File: config.mk
export PLATFORM = sky130hd
export DESIGN_NAME = swt_serialiser
export DESIGN_NICKNAME = d
export VERILOG_FILES = /design/src/rtl/swt_pkg.sv /design/src/rtl/swt_cfg_regs.sv /design/src/rtl/swt_bit_timer.sv /design/src/rtl/swt_frame_fsm.sv /design/src/rtl/swt_serialiser.sv
export SDC_FILE = /design/constraint.sdc
export NUM_CORES = 1
export LEC_CHECK = 0
export CORE_AREA = 2 2 88 90
export CTS_CLUSTER_DIAMETER = 100
export CTS_CLUSTER_SIZE = 20
export DETAILED_ROUTE_END_ITERATION = 8
export DIE_AREA = 0 0 90 92
export DONT_BUFFER_PORTS = 1
export PLACE_DENSITY = 0.67
export SYNTH_ARGS = -nofsm -noshare
export SYNTH_HDL_FRONTEND = slang
export SYNTH_SLANG_ARGS = --single-unit
File: constraint.sdc
create_clock -name clk -period 5.7 [get_ports clk]
set_input_delay 0.57 -clock clk [delete_from_list [all_inputs] [get_ports clk]]
set_output_delay 0.57 -clock clk [all_outputs]
set_load 0.05 [all_outputs]
File: src/rtl/swt_pkg.sv
package swt_pkg;

    localparam int BYTE_W  = 8;
    localparam int BIT_IDX_W = $clog2(BYTE_W);

    typedef enum logic [1:0] {
        PROTO_MAN = 2'd1,
        PROTO_NRZ = 2'd2
    } proto_e;

    typedef enum logic [1:0] {
        ST_IDLE,
        ST_START,
        ST_DATA,
        ST_STOP
    } state_e;

    localparam logic ADDR_PRESC = 1'b0;
    localparam logic ADDR_PROTO = 1'b1;

endpackage

File: src/rtl/swt_cfg_regs.sv
module swt_cfg_regs
    import swt_pkg::*;
#(
    parameter int PRESC_W = 16
) (
    input  logic               clk,
    input  logic               rst_n,
    input  logic               we,
    input  logic               addr,
    input  logic [PRESC_W-1:0] wdata,
    output logic [PRESC_W-1:0] presc_q,
    output proto_e             proto_q
);

    always_ff @(posedge clk or negedge rst_n) begin
        if (!rst_n) begin
            presc_q <= '0;
            proto_q <= PROTO_NRZ;
        end else if (we) begin
            if (addr == ADDR_PRESC) begin
                presc_q <= wdata;
            end else if (wdata == PRESC_W'(1)) begin
                proto_q <= PROTO_MAN;
            end else if (wdata == PRESC_W'(2)) begin
                proto_q <= PROTO_NRZ;
            end
        end
    end

endmodule

File: src/rtl/swt_bit_timer.sv
module swt_bit_timer #(
    parameter int CNT_W = 16
) (
    input  logic             clk,
    input  logic             rst_n,
    input  logic             clear,
    input  logic             run,
    input  logic [CNT_W-1:0] limit,
    output logic             tick
);

    logic [CNT_W-1:0] cnt_q;

    assign tick = run && (cnt_q == limit);

    always_ff @(posedge clk or negedge rst_n) begin
        if (!rst_n) begin
            cnt_q <= '0;
        end else if (clear) begin
            cnt_q <= '0;
        end else if (run) begin
            if (cnt_q == limit) begin
                cnt_q <= '0;
            end else begin
                cnt_q <= cnt_q + 1'b1;
            end
        end
    end

endmodule

File: src/rtl/swt_frame_fsm.sv
module swt_frame_fsm
    import swt_pkg::*;
#(
    parameter int PRESC_W = 16
) (
    input  logic               clk,
    input  logic               rst_n,
    input  logic               in_valid,
    input  logic [BYTE_W-1:0]  in_data,
    input  logic [PRESC_W-1:0] cfg_presc,
    input  proto_e             cfg_proto,
    input  logic               tick,
    output logic               in_ready,
    output logic               busy,
    output logic               serial_out,
    output logic               timer_clear,
    output logic               timer_run,
    output logic [PRESC_W-1:0] frame_presc,
    output proto_e             frame_proto
);

    localparam logic [BIT_IDX_W-1:0] LAST_BIT = BIT_IDX_W'(BYTE_W - 1);

    state_e               state_q, state_d;
    logic [BYTE_W-1:0]    shift_q;
    logic [BIT_IDX_W-1:0] bit_q;
    logic                 half_q;
    logic                 man;
    logic                 accept;
    logic                 bit_end;
    logic                 last_unit;

    assign man       = (frame_proto == PROTO_MAN);
    assign accept    = in_valid && (state_q == ST_IDLE);
    assign bit_end   = man ? half_q : 1'b1;
    assign last_unit = (bit_q == LAST_BIT) && bit_end;

    // next-state decision
    always_comb begin
        state_d = state_q;
        unique case (state_q)
            ST_IDLE:  if (accept)             state_d = ST_START;
            ST_START: if (tick && bit_end)    state_d = ST_DATA;
            ST_DATA:  if (tick && last_unit)  state_d = man ? ST_IDLE : ST_STOP;
            ST_STOP:  if (tick)               state_d = ST_IDLE;
            default:                          state_d = ST_IDLE;
        endcase
    end

    // state register
    always_ff @(posedge clk or negedge rst_n) begin
        if (!rst_n) begin
            state_q <= ST_IDLE;
        end else begin
            state_q <= state_d;
        end
    end

    // frame datapath: per-character settings, shifter, bit and half counters
    always_ff @(posedge clk or negedge rst_n) begin
        if (!rst_n) begin
            shift_q     <= '0;
            bit_q       <= '0;
            half_q      <= 1'b0;
            frame_presc <= '0;
            frame_proto <= PROTO_NRZ;
        end else if (accept) begin
            shift_q     <= in_data;
            bit_q       <= '0;
            half_q      <= 1'b0;
            frame_presc <= cfg_presc;
            frame_proto <= cfg_proto;
        end else if (tick) begin
            if (man) begin
                half_q <= ~half_q;
            end
            if ((state_q == ST_DATA) && bit_end && (bit_q != LAST_BIT)) begin
                bit_q   <= bit_q + 1'b1;
                shift_q <= shift_q >> 1;
            end
        end
    end

    // outputs
    always_comb begin
        in_ready    = (state_q == ST_IDLE);
        busy        = (state_q != ST_IDLE);
        timer_run   = (state_q != ST_IDLE);
        timer_clear = accept;
        serial_out  = 1'b1;
        unique case (state_q)
            ST_IDLE:  serial_out = (cfg_proto == PROTO_NRZ);
            ST_START: serial_out = man ? ~half_q : 1'b0;
            ST_DATA:  serial_out = man ? (shift_q[0] ^ half_q) : shift_q[0];
            ST_STOP:  serial_out = 1'b1;
            default:  serial_out = 1'b1;
        endcase
    end

endmodule

File: src/rtl/swt_serialiser.sv
module swt_serialiser
    import swt_pkg::*;
#(
    parameter int PRESC_W = 16
) (
    input  logic               clk,
    input  logic               rst_n,
    input  logic               in_valid,
    output logic               in_ready,
    input  logic [7:0]         in_data,
    input  logic               cfg_we,
    input  logic               cfg_addr,
    input  logic [PRESC_W-1:0] cfg_wdata,
    output logic               serial_out,
    output logic               busy
);

    logic [PRESC_W-1:0] cfg_presc;
    proto_e             cfg_proto;
    logic [PRESC_W-1:0] frame_presc;
    proto_e             frame_proto;
    logic               tick;
    logic               timer_clear;
    logic               timer_run;

    swt_cfg_regs #(.PRESC_W(PRESC_W)) u_cfg (
        .clk     (clk),
        .rst_n   (rst_n),
        .we      (cfg_we),
        .addr    (cfg_addr),
        .wdata   (cfg_wdata),
        .presc_q (cfg_presc),
        .proto_q (cfg_proto)
    );

    swt_bit_timer #(.CNT_W(PRESC_W)) u_timer (
        .clk   (clk),
        .rst_n (rst_n),
        .clear (timer_clear),
        .run   (timer_run),
        .limit (frame_presc),
        .tick  (tick)
    );

    swt_frame_fsm #(.PRESC_W(PRESC_W)) u_fsm (
        .clk         (clk),
        .rst_n       (rst_n),
        .in_valid    (in_valid),
        .in_data     (in_data),
        .cfg_presc   (cfg_presc),
        .cfg_proto   (cfg_proto),
        .tick        (tick),
        .in_ready    (in_ready),
        .busy        (busy),
        .serial_out  (serial_out),
        .timer_clear (timer_clear),
        .timer_run   (timer_run),
        .frame_presc (frame_presc),
        .frame_proto (frame_proto)
    );

endmodule

==> flow_summary_export.csv <==
group,metric,value,unit
floorplan,num_rows,32,
sta,finalCritPeriodShare,52.8,%
yosys,synth_top_family_by_area,"simple AND/OR/NAND/NOR gates",
floorplan,initial_core_util,43.0,%
yosys,yosysSeqAreaShare,51.6,%
yosys,yosys_register_bits,66,
sta,whs,68.9,ps
cells_and_area,final-seq-area,0.00165,sq mm
setup_path,worstPathCellList,"nor2_2 -> inv_1 -> o311ai_2",
setup_path,crit_fanout,20,
setup_path,crit_buf_inv,1,
setup_path,start_kind,"register",
sta,slew_headroom,30.1,%
setup_path,cp.required,5130,ps
sta,rsz0062_at_grt,"false",
cells_and_area,fin_util,46.7,%
sta,max_slew.worst_pin.slew,1050,ps
floorplan,die-area,0.00828,sq mm
yosys,synth_fp_nets,318,
placed_design,place_hpwl,4.30,mm
power_and_ir_drop,power_frac_seq,51.3,%
power_and_ir_drop,combPwrFrac,24.4,%
drt,wl_per_cell,15.9,um
yosys,synthXorXnorAreaFrac,4.92,%
setup_path,r2r_end,"u_fsm.bit_q[0]",
drt,via_count,2186,
hold_path,hp-class,"in -> async",
power_and_ir_drop,pwr-share-clk,24.2,%
drt,totalWireLength,6.21,mm
yosys,synthMuxAreaShare,13.9,%
setup_path,critical_path_class,"reg -> out",
setup_path,worstReg2RegStart,"u_timer.cnt_q[11]",
setup_path,slowest_delay,990,ps
cells_and_area,antenna_cells,0,
cells_and_area,fillers,695,
placed_design,numPortBuffers,0,
drt,vias_per_cell,5.61,
grt,grt.total_usage,16.4,%
sta,fin_setup_tns,0,ps
power_and_ir_drop,p_sw_share,31.6,%
sta,min_period,3010,ps
cells_and_area,final_cell_mix,"dfrtp_1, mux2_2, nand2_1",
sta,final_max_slew_viol_count,0,
cells_and_area,drive_gt1_share,19.1,%
floorplan,die-height,92,um
clock_network,cts.clk_slew.worst_paths,70,ps
clock_network,cts_setup_buffers,0,
sta,hold_violations,0,
power_and_ir_drop,switchingPower,0.439,mW
setup_path,r2r_slack,2710,ps
clock_network,cts_tree,"built",
clock_network,ctsHoldBuffers,1,
yosys,synth_cell_type_count,40,
yosys,yosys_warnings,0,
floorplan,coreArea,0.00745,sq mm
floorplan,pin_count,32,
setup_path,cp_slowest_cell,"o311ai_2",
clock_network,cts_resized,0,
yosys,async_flop_share,100,%
setup_path,crit_path_start,"u_fsm.state_q[1]",
clock_network,cts_max_path_buffers,2,
drt,final_antenna_net_count,0,
sta,fin_worst_skew,12.3,ps
yosys,synth_edf_count,0,
cells_and_area,final_common_cell,"dfrtp_1",
cells_and_area,multiInputGateArea,0.00147,sq mm
setup_path,critPathArrivalTime,2440,ps
drt,drt_iter0_drc,226,
power_and_ir_drop,p_int,0.951,mW
yosys,synthFlopType,"dfrtp_1",
cells_and_area,area_growth,8.43,%
setup_path,cpLargestDelayFamily,"compound AO/OA/AOI/OAI gates",
yosys,synth_compound_area_share,11.1,%
yosys,synthSimpleGateAreaFrac,14.6,%
yosys,yosys.area_share.adder,1.17,%
yosys,syn_area,0.00320,sq mm
yosys,syn_inst,286,
drt,post-route-drc-count,0,
power_and_ir_drop,powerDensity,400,mW/mm^2
clock_network,clock_latency,340,ps
setup_path,worstSetupEndpoint,"serial_out",
grt,grt_pass1_vias,2081,
sta,setup_viol,0,
grt,grt_max_degree,65,
yosys,postSynthAreaPerCell,11.2,sq um
power_and_ir_drop,peakVddDrop,0.221,mV
grt,grt_antenna_before_repair,0,
drt,drt_pass1_iterations,4,
outcome,status,"finished clean",
grt,grt_pass1_wl,10.7,mm
sta,fmax,332,MHz
clock_network,cts.htree.levels,3,
setup_path,ff2ff_path_depth,5,
flow_run,timing.max_cap.violations,0,
placed_design,globalplace.congestion,0.808,
clock_network,cts_buffers,9,
setup_path,path_depth,3,
cells_and_area,fin_nets,315,
clock_network,cts.sinks,66,
power_and_ir_drop,power_leakage,1.51,nW
clock_network,cts_root_buf,"clkbuf_8",
setup_path,end_kind,"output port",
grt,overflow,0,
floorplan,die_w,90,um
state kept, by name, summed over array words and instances, names as in the netlist:
name	flops
u_fsm.shift_q	8
u_timer.cnt_q	16
u_cfg.presc_q	16
u_fsm.frame_presc	16
u_cfg.proto_q	2
u_fsm.bit_q	3
u_fsm.half_q	1
u_fsm.state_q	2
u_fsm.frame_proto	2
worst reg2reg max path, cell delays in order (launching register included):
cell     delay (ps)
dfrtp_1         470
xor2_1          200
nor4_1          380
nand4_1         870
nor2_1          760
mux2_2          270
stage by stage:
stage / worst slack, ps / power [mW] / std cells / area (sq um)
finish: 2690 / 1.39 / 390 / 3470
detailed placement: 2780 / 1.05 / 373 / 3280
global route: 2390 / 1.48 / 390 / 3470
floorplan: 2270 / 0.975 / 286 / 3200
CTS: 2670 / 1.40 / 390 / 3470
global placement: 2800 / 1.04 / 373 / 3280
power groups by stage:
stage / Sequential [mW] / Combinational [mW] / Clock [mW]
final: 0.713 / 0.339 / 0.337
after global routing: 0.734 / 0.383 / 0.368
after CTS: 0.714 / 0.344 / 0.347
after detailed placement: 0.723 / 0.332 / 0
after global placement: 0.716 / 0.321 / 0
after floorplan: 0.681 / 0.293 / 0
cell type report:
| class | instances | share of cell area, % |
|---|---|---|
| Clock buffer | 13 | 4.29 |
| Clock inverter | 3 | 0.504 |
| Inverter | 5 | 0.540 |
| Multi-Input combinational cell | 199 | 42.4 |
| Sequential cell | 66 | 47.6 |
| Tap cell | 102 | 3.67 |
| Timing Repair Buffer | 2 | 1.01 |
metal layers:
layer,GRT usage (%),routed length [um]
met5,0,0
met4,6.28,89
met3,4.11,318
met2,23.9,2840
met1,23.7,2960
worst min-delay path by stage:
stage                     cells past startpoint   from  slack, ps                   end
after floorplan                               0  rst_n        270      u_cfg.presc_q[0]
after global placement                        0  rst_n        280      u_fsm.shift_q[2]
after detailed placement                      0  rst_n        280      u_fsm.shift_q[2]
after CTS                                     0  rst_n         50      u_cfg.proto_q[1]
after global routing                          0  rst_n         50  u_fsm.frame_proto[1]
final                                         0  rst_n         70  u_fsm.frame_proto[1]
cells in the mapped netlist (2+ instances only):
cell,number,area [sq um]
mux2i_1,5,50.1
and3_1,13,81.3
a21oi_1,6,30.0
o31a_1,3,26.3
nand3_1,11,55.1
nand4_1,10,62.6
o21ai_0,8,40.0
nand2b_1,3,18.8
nor2b_1,2,12.5
dfstp_2,2,52.6
a22oi_1,2,15.0
or4_1,2,15.0
dfrtp_1,64,1600
or3_1,2,12.5
clkbuf_1,10,37.5
inv_1,5,18.8
buf_2,4,20.0
nand2_1,21,78.8
a31oi_1,8,50.1
and2_1,3,18.8
o211ai_1,3,22.5
ha_1,3,37.5
o311ai_0,2,17.5
o2bb2ai_1,2,17.5
nor2_1,8,30.0
nor4_1,7,43.8
nor3_1,3,15.0
o31ai_1,4,30.0
o22ai_1,3,18.8
xnor2_1,2,17.5
mux2_2,35,394
a221o_1,7,70.1
xor2_1,16,140
kinds of logic after synthesis:
| family | after synthesis |
|---|---|
| fa+ha+maj | 3 |
| flops | 66 |
| mux | 40 |
| buf+inv | 21 |
| compound gates | 50 |
| xor+xnor | 18 |
| simple gates | 88 |
Note: power is estimated with default switching activity, not from simulation.
